File: src/rtl/vpr_pkg.sv
package vpr_pkg;
    localparam int LREG_DEF = 8;
    localparam int VP_DEF   = 24;
    localparam int PREG_DEF = 20;

    typedef enum logic {
        SRC_VTAG = 1'b0,
        SRC_PHYS = 1'b1
    } src_kind_e;
endpackage

File: src/rtl/vpr_free_pool.sv
module vpr_free_pool #(
    parameter int N        = 24,
    parameter int RESERVED = 8,
    localparam int IW      = $clog2(N)
) (
    input  logic          clk,
    input  logic          rst_n,
    input  logic          take,
    output logic          avail,
    output logic [IW-1:0] idx
);
    logic [N-1:0] free_d, free_q;

    always_comb begin
        avail  = |free_q;
        idx    = '0;
        for (int i = N - 1; i >= 0; i--) begin
            if (free_q[i]) idx = IW'(i);
        end
        free_d = free_q;
        if (take && avail) free_d[idx] = 1'b0;
    end

    always_ff @(posedge clk) begin
        if (!rst_n) free_q <= {N{1'b1}} << RESERVED;
        else        free_q <= free_d;
    end
endmodule

File: src/rtl/vpr_src_lookup.sv
module vpr_src_lookup #(
    parameter int VW = 5,
    parameter int PW = 5,
    parameter int TW = 5
) (
    input  logic          bound,
    input  logic [VW-1:0] vtag,
    input  logic [PW-1:0] preg,
    output logic [TW-1:0] tag,
    output logic          is_phys
);
    vpr_pkg::src_kind_e kind;

    always_comb begin
        kind    = bound ? vpr_pkg::SRC_PHYS : vpr_pkg::SRC_VTAG;
        is_phys = (kind == vpr_pkg::SRC_PHYS);
        tag     = is_phys ? TW'(preg) : TW'(vtag);
    end
endmodule

File: src/rtl/vpr_rename.sv
module vpr_rename #(
    parameter int NUM_LREG = vpr_pkg::LREG_DEF,
    parameter int NUM_VP   = vpr_pkg::VP_DEF,
    parameter int NUM_PREG = vpr_pkg::PREG_DEF,
    localparam int LW      = $clog2(NUM_LREG),
    localparam int VW      = $clog2(NUM_VP),
    localparam int PW      = $clog2(NUM_PREG),
    localparam int TW      = (VW > PW) ? VW : PW
) (
    input  logic          clk,
    input  logic          rst_n,
    input  logic          ren_valid,
    output logic          ren_ready,
    input  logic [LW-1:0] ren_src0,
    input  logic [LW-1:0] ren_src1,
    input  logic [LW-1:0] ren_dst,
    output logic [TW-1:0] src0_tag,
    output logic          src0_is_phys,
    output logic [TW-1:0] src1_tag,
    output logic          src1_is_phys,
    output logic [VW-1:0] dst_vp,
    output logic [VW-1:0] prev_vp,
    input  logic          cmp_valid,
    output logic          cmp_ready,
    input  logic [VW-1:0] cmp_vp,
    input  logic [LW-1:0] cmp_ldst,
    output logic [PW-1:0] cmp_preg,
    input  logic          rb_valid,
    input  logic [LW-1:0] rb_lreg,
    input  logic [VW-1:0] rb_vp
);
    localparam int NSRC = 2;

    typedef struct packed {
        logic [VW-1:0] vtag;
        logic [PW-1:0] preg;
        logic          bound;
    } lmap_t;

    typedef struct packed {
        logic [PW-1:0] preg;
        logic          bound;
    } tmap_t;

    typedef struct packed {
        lmap_t [NUM_LREG-1:0] lmap;
        tmap_t [NUM_VP-1:0]   tmap;
    } state_t;

    state_t st_d, st_q;

    logic          vp_avail, pr_avail;
    logic [VW-1:0] vp_idx;
    logic [PW-1:0] pr_idx;
    logic          ren_fire, cmp_fire;

    assign ren_ready = vp_avail && !rb_valid;
    assign ren_fire  = ren_valid && ren_ready;
    assign cmp_ready = pr_avail;
    assign cmp_fire  = cmp_valid && cmp_ready;
    assign dst_vp    = vp_idx;
    assign cmp_preg  = pr_idx;
    assign prev_vp   = st_q.lmap[ren_dst].vtag;

    vpr_free_pool #(.N(NUM_VP), .RESERVED(NUM_LREG)) u_vp_pool (
        .clk   (clk),
        .rst_n (rst_n),
        .take  (ren_fire),
        .avail (vp_avail),
        .idx   (vp_idx)
    );

    vpr_free_pool #(.N(NUM_PREG), .RESERVED(NUM_LREG)) u_pr_pool (
        .clk   (clk),
        .rst_n (rst_n),
        .take  (cmp_fire),
        .avail (pr_avail),
        .idx   (pr_idx)
    );

    logic [LW-1:0] src_l   [NSRC];
    logic [TW-1:0] src_t   [NSRC];
    logic          src_p   [NSRC];

    assign src_l[0] = ren_src0;
    assign src_l[1] = ren_src1;

    for (genvar g = 0; g < NSRC; g++) begin : g_src
        vpr_src_lookup #(.VW(VW), .PW(PW), .TW(TW)) u_lookup (
            .bound   (st_q.lmap[src_l[g]].bound),
            .vtag    (st_q.lmap[src_l[g]].vtag),
            .preg    (st_q.lmap[src_l[g]].preg),
            .tag     (src_t[g]),
            .is_phys (src_p[g])
        );
    end

    assign src0_tag     = src_t[0];
    assign src0_is_phys = src_p[0];
    assign src1_tag     = src_t[1];
    assign src1_is_phys = src_p[1];

    // Write order encodes priority: completion, then rollback, then rename.
    always_comb begin
        st_d = st_q;

        if (cmp_fire) begin
            st_d.tmap[cmp_vp].preg  = pr_idx;
            st_d.tmap[cmp_vp].bound = 1'b1;
            if (st_q.lmap[cmp_ldst].vtag == cmp_vp) begin
                st_d.lmap[cmp_ldst].preg  = pr_idx;
                st_d.lmap[cmp_ldst].bound = 1'b1;
            end
        end

        if (rb_valid) begin
            st_d.lmap[rb_lreg].vtag = rb_vp;
            if (cmp_fire && (cmp_vp == rb_vp)) begin
                st_d.lmap[rb_lreg].preg  = pr_idx;
                st_d.lmap[rb_lreg].bound = 1'b1;
            end else begin
                st_d.lmap[rb_lreg].preg  = st_q.tmap[rb_vp].preg;
                st_d.lmap[rb_lreg].bound = st_q.tmap[rb_vp].bound;
            end
        end

        if (ren_fire) begin
            st_d.lmap[ren_dst].vtag  = vp_idx;
            st_d.lmap[ren_dst].preg  = '0;
            st_d.lmap[ren_dst].bound = 1'b0;
            st_d.tmap[vp_idx].bound  = 1'b0;
        end
    end

    always_ff @(posedge clk) begin
        if (!rst_n) begin
            for (int i = 0; i < NUM_LREG; i++) begin
                st_q.lmap[i].vtag  <= VW'(i);
                st_q.lmap[i].preg  <= PW'(i);
                st_q.lmap[i].bound <= 1'b1;
            end
            for (int j = 0; j < NUM_VP; j++) begin
                st_q.tmap[j].preg  <= (j < NUM_LREG) ? PW'(j) : '0;
                st_q.tmap[j].bound <= (j < NUM_LREG);
            end
        end else begin
            st_q <= st_d;
        end
    end
endmodule

File: config.mk
export PLATFORM = sky130hd
export DESIGN_NAME = vpr_rename
export DESIGN_NICKNAME = d
export VERILOG_FILES = /design/src/rtl/vpr_pkg.sv /design/src/rtl/vpr_free_pool.sv /design/src/rtl/vpr_src_lookup.sv /design/src/rtl/vpr_rename.sv
export SDC_FILE = /design/constraint.sdc
export NUM_CORES = 1
export LEC_CHECK = 0
export BUFFER_PORTS_ARGS = -buffer_cell sky130_fd_sc_hd__buf_2
export CAP_MARGIN = 15
export CORE_ASPECT_RATIO = 0.8
export CORE_MARGIN = 8
export CORE_UTILIZATION = 60
export CTS_CLUSTER_DIAMETER = 50
export DETAILED_ROUTE_END_ITERATION = 10
export PLACE_DENSITY_LB_ADDON = 0.2
export SLEW_MARGIN = 20
export SYNTH_ARGS = -nofsm -noshare
export SYNTH_HDL_FRONTEND = slang
export SYNTH_HIERARCHICAL = 1
export SYNTH_SLANG_ARGS = --single-unit
File: constraint.sdc
create_clock -name clk -period 3.41 [get_ports clk]
set_input_delay 0.682 -clock clk [delete_from_list [all_inputs] [get_ports clk]]
set_output_delay 0.682 -clock clk [all_outputs]
set_load 0.05 [all_outputs]
; ---- Yosys cells after proc, flatten, opt, wreduce, memory -nomap -nowiden
; Index checks and enable logic that the tools add are counted.
; Widths: inputs -> output; s select.
[classes]
muxes = 102
div = 0
eq_ne = 2
bitwise_logic = 4
n_shift = 0
add_sub_neg = 0
n_reduce_logical = 15
multipliers = 0
order_cmp = 15
[ops]
columns = cell, n
row1 = $bwmux 88, 10
row2 = $mux 232, 2
row3 = $bwmux 144, 3
row4 = $demux 11 s3, 8
row5 = $mux 88, 3
row6 = $mux 5, 46
row7 = $bmux 11 s3, 4
row8 = $demux 6 s5, 3
row9 = $mux 11, 6
row10 = $bmux 6 s5, 1
row11 = $mux 6, 5
row12 = $and 24x24->24, 1
row13 = $lt 5x6->1 const B, 4
row14 = $not 24->24, 1
row15 = $reduce_or 24->1, 1
row16 = $and 20x20->20, 1
row17 = $lt 3x4->1 const B, 5
row18 = $not 20->20, 1
row19 = $reduce_or 20->1, 1
row20 = $ge 5x1->1 const B, 3
row21 = $logic_and 1x1->1, 12
row22 = $demux 1 s5, 2
row23 = $eq 5x5->1, 2
row24 = $ge 3x1->1 const B, 3
row25 = 2 further kinds, 10
[word_totals]
reg_bits = 276
n_memories = 0
out_inout_bits = 29
input_bits = 30
latch_bits = 0
rom_bits = 0
mem_bits_rw = 0

; ---- Logic depth before layout (Yosys ltp)
[depth]
ltp_word = 33
ltp_mapped = 11
depth_no_buf = 11

; ---- Modules after synthesis
; The synthesis kept the hierarchy.
[by_module_without_submodules]
columns = module, seq_area_each_um2, area_each_um2, cells_each, n_inst
row1 = vpr_rename, 4644.5, 12727.2, 1401, 1
row2 = vpr_free_pool at u_vp_pool, 480.5, 1213.7, 138, 1
row3 = vpr_free_pool at u_pr_pool, 400.4, 929.6, 110, 1
row4 = vpr_src_lookup, 0.0, 63.8, 6, 2

; ---- Worst setup path after synthesis
; OpenSTA, ideal clock, no wires.
[synth_timing]
kind = input -> output
from = in ren_src0[0]
to = out src0_tag[0]
path_stages = 5
arrival_ps = 2534
required_ps = 2728
n_path_buf = 2
setup_slack_ps = 194
cell_sequence = clkbuf_1 clkbuf_1 mux4_2 mux2_2 mux2_2
[synth_between]
elab_chain_len = 4
[synth_lines]
columns = item, line
row1 = "start, declared", vpr_rename.sv:14  ; input logic [LW-1:0] ren_src0,
row2 = $bmux 11 s3 (*), "vpr_rename.sv:90, vpr_rename.sv:91, vpr_rename.sv:92"
row3 = $mux 11 (implied by the code) (*), vpr_rename.sv:92  ; .preg (st_q.lmap[src_l[g]].preg),
row4 = $mux 1, vpr_src_lookup.sv:15  ; kind = bound ? vpr_pkg::SRC_PHYS : vpr_pkg::SRC_VTAG;
row5 = $mux 5 (*), vpr_src_lookup.sv:17  ; tag = is_phys ? TW'(preg) : TW'(vtag);
row6 = "end, declared", vpr_rename.sv:17  ; output logic [TW-1:0] src0_tag,
; Every way passes the cells marked *; elsewhere a longest branch is shown, timed or not. The select of a mux whose other input is x is not followed.

; ---- Final worst setup path
[layout_timing]
from = reg u_vp_pool.free_q[1]
to = out dst_vp[2]
[layout_between]
elab_chain_len = 2
[layout_lines]
columns = item, line
row1 = "start, declared", vpr_free_pool.sv:12  ; logic [N-1:0] free_d, free_q;
row2 = "start signal, assigned", vpr_free_pool.sv:25  ; if (!rst_n) free_q <= {N{1'b1}} << RESERVED;
row3 = "start signal, assigned", vpr_free_pool.sv:26  ; else free_q <= free_d;
row4 = $mux 5 (2 in series), vpr_free_pool.sv:18  ; if (free_q[i]) idx = IW'(i);
row5 = "end, declared", vpr_rename.sv:21  ; output logic [VW-1:0] dst_vp,
; No other way between the ends.

==> PnR_summary.wiki <==
{| class="wikitable"
! Metric !! Value
|-
| Proportion of register bits with asynchronous set or reset after synthesis || 0
|-
| Sum of net half-perimeters after detailed placement || 33.44 mm
|-
| Net count after synthesis || 1691
|-
| X dimension of the die || 192.8 um
|-
| Area of the mapped netlist || 15000 um^2
|-
| Cell types with the largest area share after synthesis || sky130_fd_sc_hd__dfxtp_1, sky130_fd_sc_hd__mux4_2, sky130_fd_sc_hd__mux2i_1, sky130_fd_sc_hd__nand2_1, sky130_fd_sc_hd__nor2_1
|-
| Worst slew slack as a fraction of its limit || 0.3200
|-
| Setup TNS || 0 ns
|-
| Number of enable-type register cells in the synthesized netlist || 0
|-
| Pins Over Slew Limit || 0
|-
| Clock H-tree levels || 2
|-
| Power dissipated by switching net loads || 2.133 mW
|-
| Finished Cell Area || 16870 um^2
|-
| Synth Area per Inst || 9.030 um^2
|-
| Vias per cell || 6.812
|-
| Combinational fraction of design power || 0.118
|-
| RSZ-0062 raised after global routing || false
|-
| Worst slew pin tran || 1.015 ns
|-
| Total clock buffers created by CTS || 34
|-
| Routed Antenna Nets || 0
|-
| Floorplan die area || 30340 um^2
|-
| Leakage Power || 6.412 nW
|-
| Number of nets at the end of the flow || 1723
|-
| CTS tree || built
|-
| All-Layer GR Usage || 0.3099
|-
| Area share of the largest cell type after synthesis || 0.3684
|-
| Total wire length after detailed routing || 47.69 mm
|-
| Internal || 5.890 mW
|-
| Sequential fraction of design power || 0.418
|-
| Fraction of the yosys area taken by sequential cells || 0.3684
|-
| Number of fillers in the final layout || 1915
|-
| Cell taking the most area after synthesis || sky130_fd_sc_hd__dfxtp_1
|-
| Peak supply drop || 427.1 uV
|-
| Floorplan Core Area || 24440 um^2
|-
| Number of detailed-route iterations in the first pass || 6
|-
| Minimum clock period || 3.227 ns
|-
| WL per Instance || 23.43 um
|-
| Timing-limited maximum frequency || 309.8 MHz
|-
| Clock slew at the register clock pins of the worst setup and hold paths || 0.06 ns
|-
| Number of placed I/O pins || 59
|-
| Total congestion overflow || 0
|-
| Gpl congestion || 0.9348
|-
| Synthesized instance count || 1661
|-
| Count of maximum capacitance violations || 0
|-
| Startpoint-to-endpoint class of the critical path || reg -> out
|-
| Residual DRC || 0
|-
| Initial standard-cell utilization of the core || 0.6137
|-
| Proportion of layout cells with a drive suffix above 1 || 0.1998
|-
| Y dimension of the die || 157.4 um
|-
| Power per cell area || 475.5 nW/um^2
|-
| Startpoint type of the worst setup path || flop
|-
| Area after DPL || 15710 um^2
|-
| Wire length of the first global-routing pass || 73.94 mm
|-
| Number of synthesized register bits || 276
|-
| Number of antenna violations at the first check in global routing || 0
|-
| Diode count || 0
|-
| Worst-case clock buffer depth || 3
|-
| Required time at the endpoint of the critical path || 2.73 ns
|-
| Number of DRC violations after detailed-routing iteration 0 || 1819
|-
| Number of setup violations in the final report || 0
|-
| Sw Ratio || 0.2659
|-
| Arrival time reported for the critical path endpoint || 2.55 ns
|-
| Yosys warning count || 6
|-
| Distinct cell type count after synthesis || 83
|-
| Pin count of the biggest net entering global routing || 80
|-
| Clock Skew || 0.02276 ns
|-
| Synthesis-to-layout area growth || 12.50%
|-
| Biggest fanout along the worst timing path || 10
|-
| Path category of the worst min-delay check || reg -> reg
|-
| Number of cell rows || 51
|-
| PortBufs || 58
|-
| Tcrit/Tclk final || 0.9465
|-
| Status || finished clean
|-
| Hold_ws || 0.4529 ns
|-
| Via count || 13860
|-
| Number of global-route vias before repair || 13040
|-
| Top flip-flop cell by instance count after synthesis || sky130_fd_sc_hd__dfxtp_1
|-
| Crit. End Element || primary output
|-
| Clock sink count || 276
|-
| Hold violation count in the final report || 0
|-
| Skew-Pair Late Insertion Delay || 0.52 ns
|-
| Share of total power in the clock network || 0.464
|-
| Root Driver || sky130_fd_sc_hd__clkbuf_16
|}
==> cell usage in the layout, fill, tap and decap left out, drive strengths merged, types with 7 or more instances in the layout <==
cell type | Yosys | final
o211ai | 9 | 9
nand3 | 41 | 41
dfxtp | 276 | 276
buf | 29 | 121
nor2 | 184 | 184
inv | 42 | 47
nor4 | 17 | 17
a31oi | 17 | 17
mux2 | 37 | 37
nor2b | 15 | 15
a211oi | 37 | 37
nand2 | 297 | 297
a22oi | 13 | 13
and3 | 12 | 12
a311oi | 25 | 25
or4 | 7 | 7
o22ai | 24 | 24
a32oi | 21 | 21
mux2i | 119 | 119
xor2 | 7 | 7
clkinv | 5 | 12
mux4 | 85 | 85
clkbuf | 96 | 43
a21oi | 84 | 84
nor3 | 12 | 12
o21ai | 53 | 53
==> power by group through the flow <==
stage	clock network (mW)	logic, mW	registers [mW]
final	3.73	0.946	3.35
after global placement	0	0.908	3.42
after detailed placement	0	0.922	3.42
after CTS	3.74	0.927	3.35
after floorplan	0	0.676	3.39
after global routing	3.88	0.997	3.35
==> per-layer routing <==
metal | GRT usage | routed length, um | share of wire
met1 | 0.4339 | 19250 | 0.40
met2 | 0.4577 | 20880 | 0.44
met5 | 0 | 0 | 0
met4 | 0.08824 | 1164 | 0.024
met3 | 0.08978 | 6387 | 0.13
==> critical path, cell delays in order, from the launching register on <==
cell	delay, ns
sky130_fd_sc_hd__dfxtp_1	0.41
sky130_fd_sc_hd__nor4_1	0.39
sky130_fd_sc_hd__o21ai_0	0.14
sky130_fd_sc_hd__or2_2	0.35
sky130_fd_sc_hd__inv_1	0.38
sky130_fd_sc_hd__buf_2	0.36
==> metrics by stage <==
stage	worst slack (ns)	utilization	cells	power, mW
final	0.1825	0.6904	2035	8.024
after global routing	0.01942	0.6904	2035	8.234
after CTS	0.05183	0.6899	2035	8.015
after detailed placement	-0.003935	0.6430	1975	4.338
after global placement	0.1034	0.6430	1975	4.323
after floorplan	0.1937	-	1661	4.064
==> synthesized netlist by cell type, types with 5 or more instances <==
cell                       number
sky130_fd_sc_hd__a211oi_1      36
sky130_fd_sc_hd__a21oi_1       84
sky130_fd_sc_hd__a221oi_1       5
sky130_fd_sc_hd__a22oi_1       13
sky130_fd_sc_hd__a311oi_1      25
sky130_fd_sc_hd__a31oi_1       17
sky130_fd_sc_hd__a32oi_1       21
sky130_fd_sc_hd__and2_1         5
sky130_fd_sc_hd__and3_1        12
sky130_fd_sc_hd__buf_1          7
sky130_fd_sc_hd__buf_2          9
sky130_fd_sc_hd__buf_4          5
sky130_fd_sc_hd__buf_6          8
sky130_fd_sc_hd__clkbuf_1      95
sky130_fd_sc_hd__clkinv_1       5
sky130_fd_sc_hd__dfxtp_1      276
sky130_fd_sc_hd__inv_1         31
sky130_fd_sc_hd__inv_2         11
sky130_fd_sc_hd__mux2_2        36
sky130_fd_sc_hd__mux2i_1      118
sky130_fd_sc_hd__mux4_2        85
sky130_fd_sc_hd__nand2_1      297
sky130_fd_sc_hd__nand2b_1       6
sky130_fd_sc_hd__nand3_1       41
sky130_fd_sc_hd__nand3b_1       5
sky130_fd_sc_hd__nand4_1        6
sky130_fd_sc_hd__nor2_1       184
sky130_fd_sc_hd__nor2b_1       15
sky130_fd_sc_hd__nor3_1        11
sky130_fd_sc_hd__nor3b_1        5
sky130_fd_sc_hd__nor4_1        12
sky130_fd_sc_hd__o211ai_1       9
sky130_fd_sc_hd__o21ai_0       31
sky130_fd_sc_hd__o21ai_1       22
sky130_fd_sc_hd__o22ai_1       24
sky130_fd_sc_hd__o32a_1         5
==> logic make-up (layout without fill, tap and decap cells) <==
family | after synthesis | count (layout) | share of synthesized area
compound gates | 331 | 331 | 0.1501
xor+xnor | 9 | 9 | 0.007258
buf+inv | 172 | 228 | 0.04914
flops | 276 | 276 | 0.3684
mux | 241 | 241 | 0.2357
simple gates | 632 | 632 | 0.1895
==> path summary, 6_finish.rpt <==
kind | slack [ns] | cells after the start | from | end
worst min-delay path | 0.45 | 2 | flop | flop
worst min register to register | 0.45 | 2 | flop | flop
worst max-delay path | 0.18 | 5 | u_vp_pool/free_q[1]$_SDFFE_PN0P_ | dst_vp[2]
worst max register to register | 0.28 | 9 | u_vp_pool/free_q[1]$_SDFFE_PN0P_ | st_q[167]$_SDFF_PN0_
==> repair_timing <==
item                       in CTS  in global routing
resized for setup               0                  2
buffers inserted                0                  0
setup endpoints to repair       0                  2
hold endpoints to repair        0                  0
hold buffers                    0                  0
==> area by class of cell <==
type / count / area, um^2 / share of cell area
multi-input combinational: 1213 / 8770 / 0.5198
sequential: 276 / 5525 / 0.3275
clock buffer: 43 / 935.9 / 0.05547
timing repair buffer: 121 / 853.3 / 0.05057
tap: 318 / 397.9 / 0.02358
clock inverter: 17 / 211.5 / 0.01253
inverter: 47 / 178.9 / 0.01060
No activity file was read; power rests on OpenSTA's default activity.
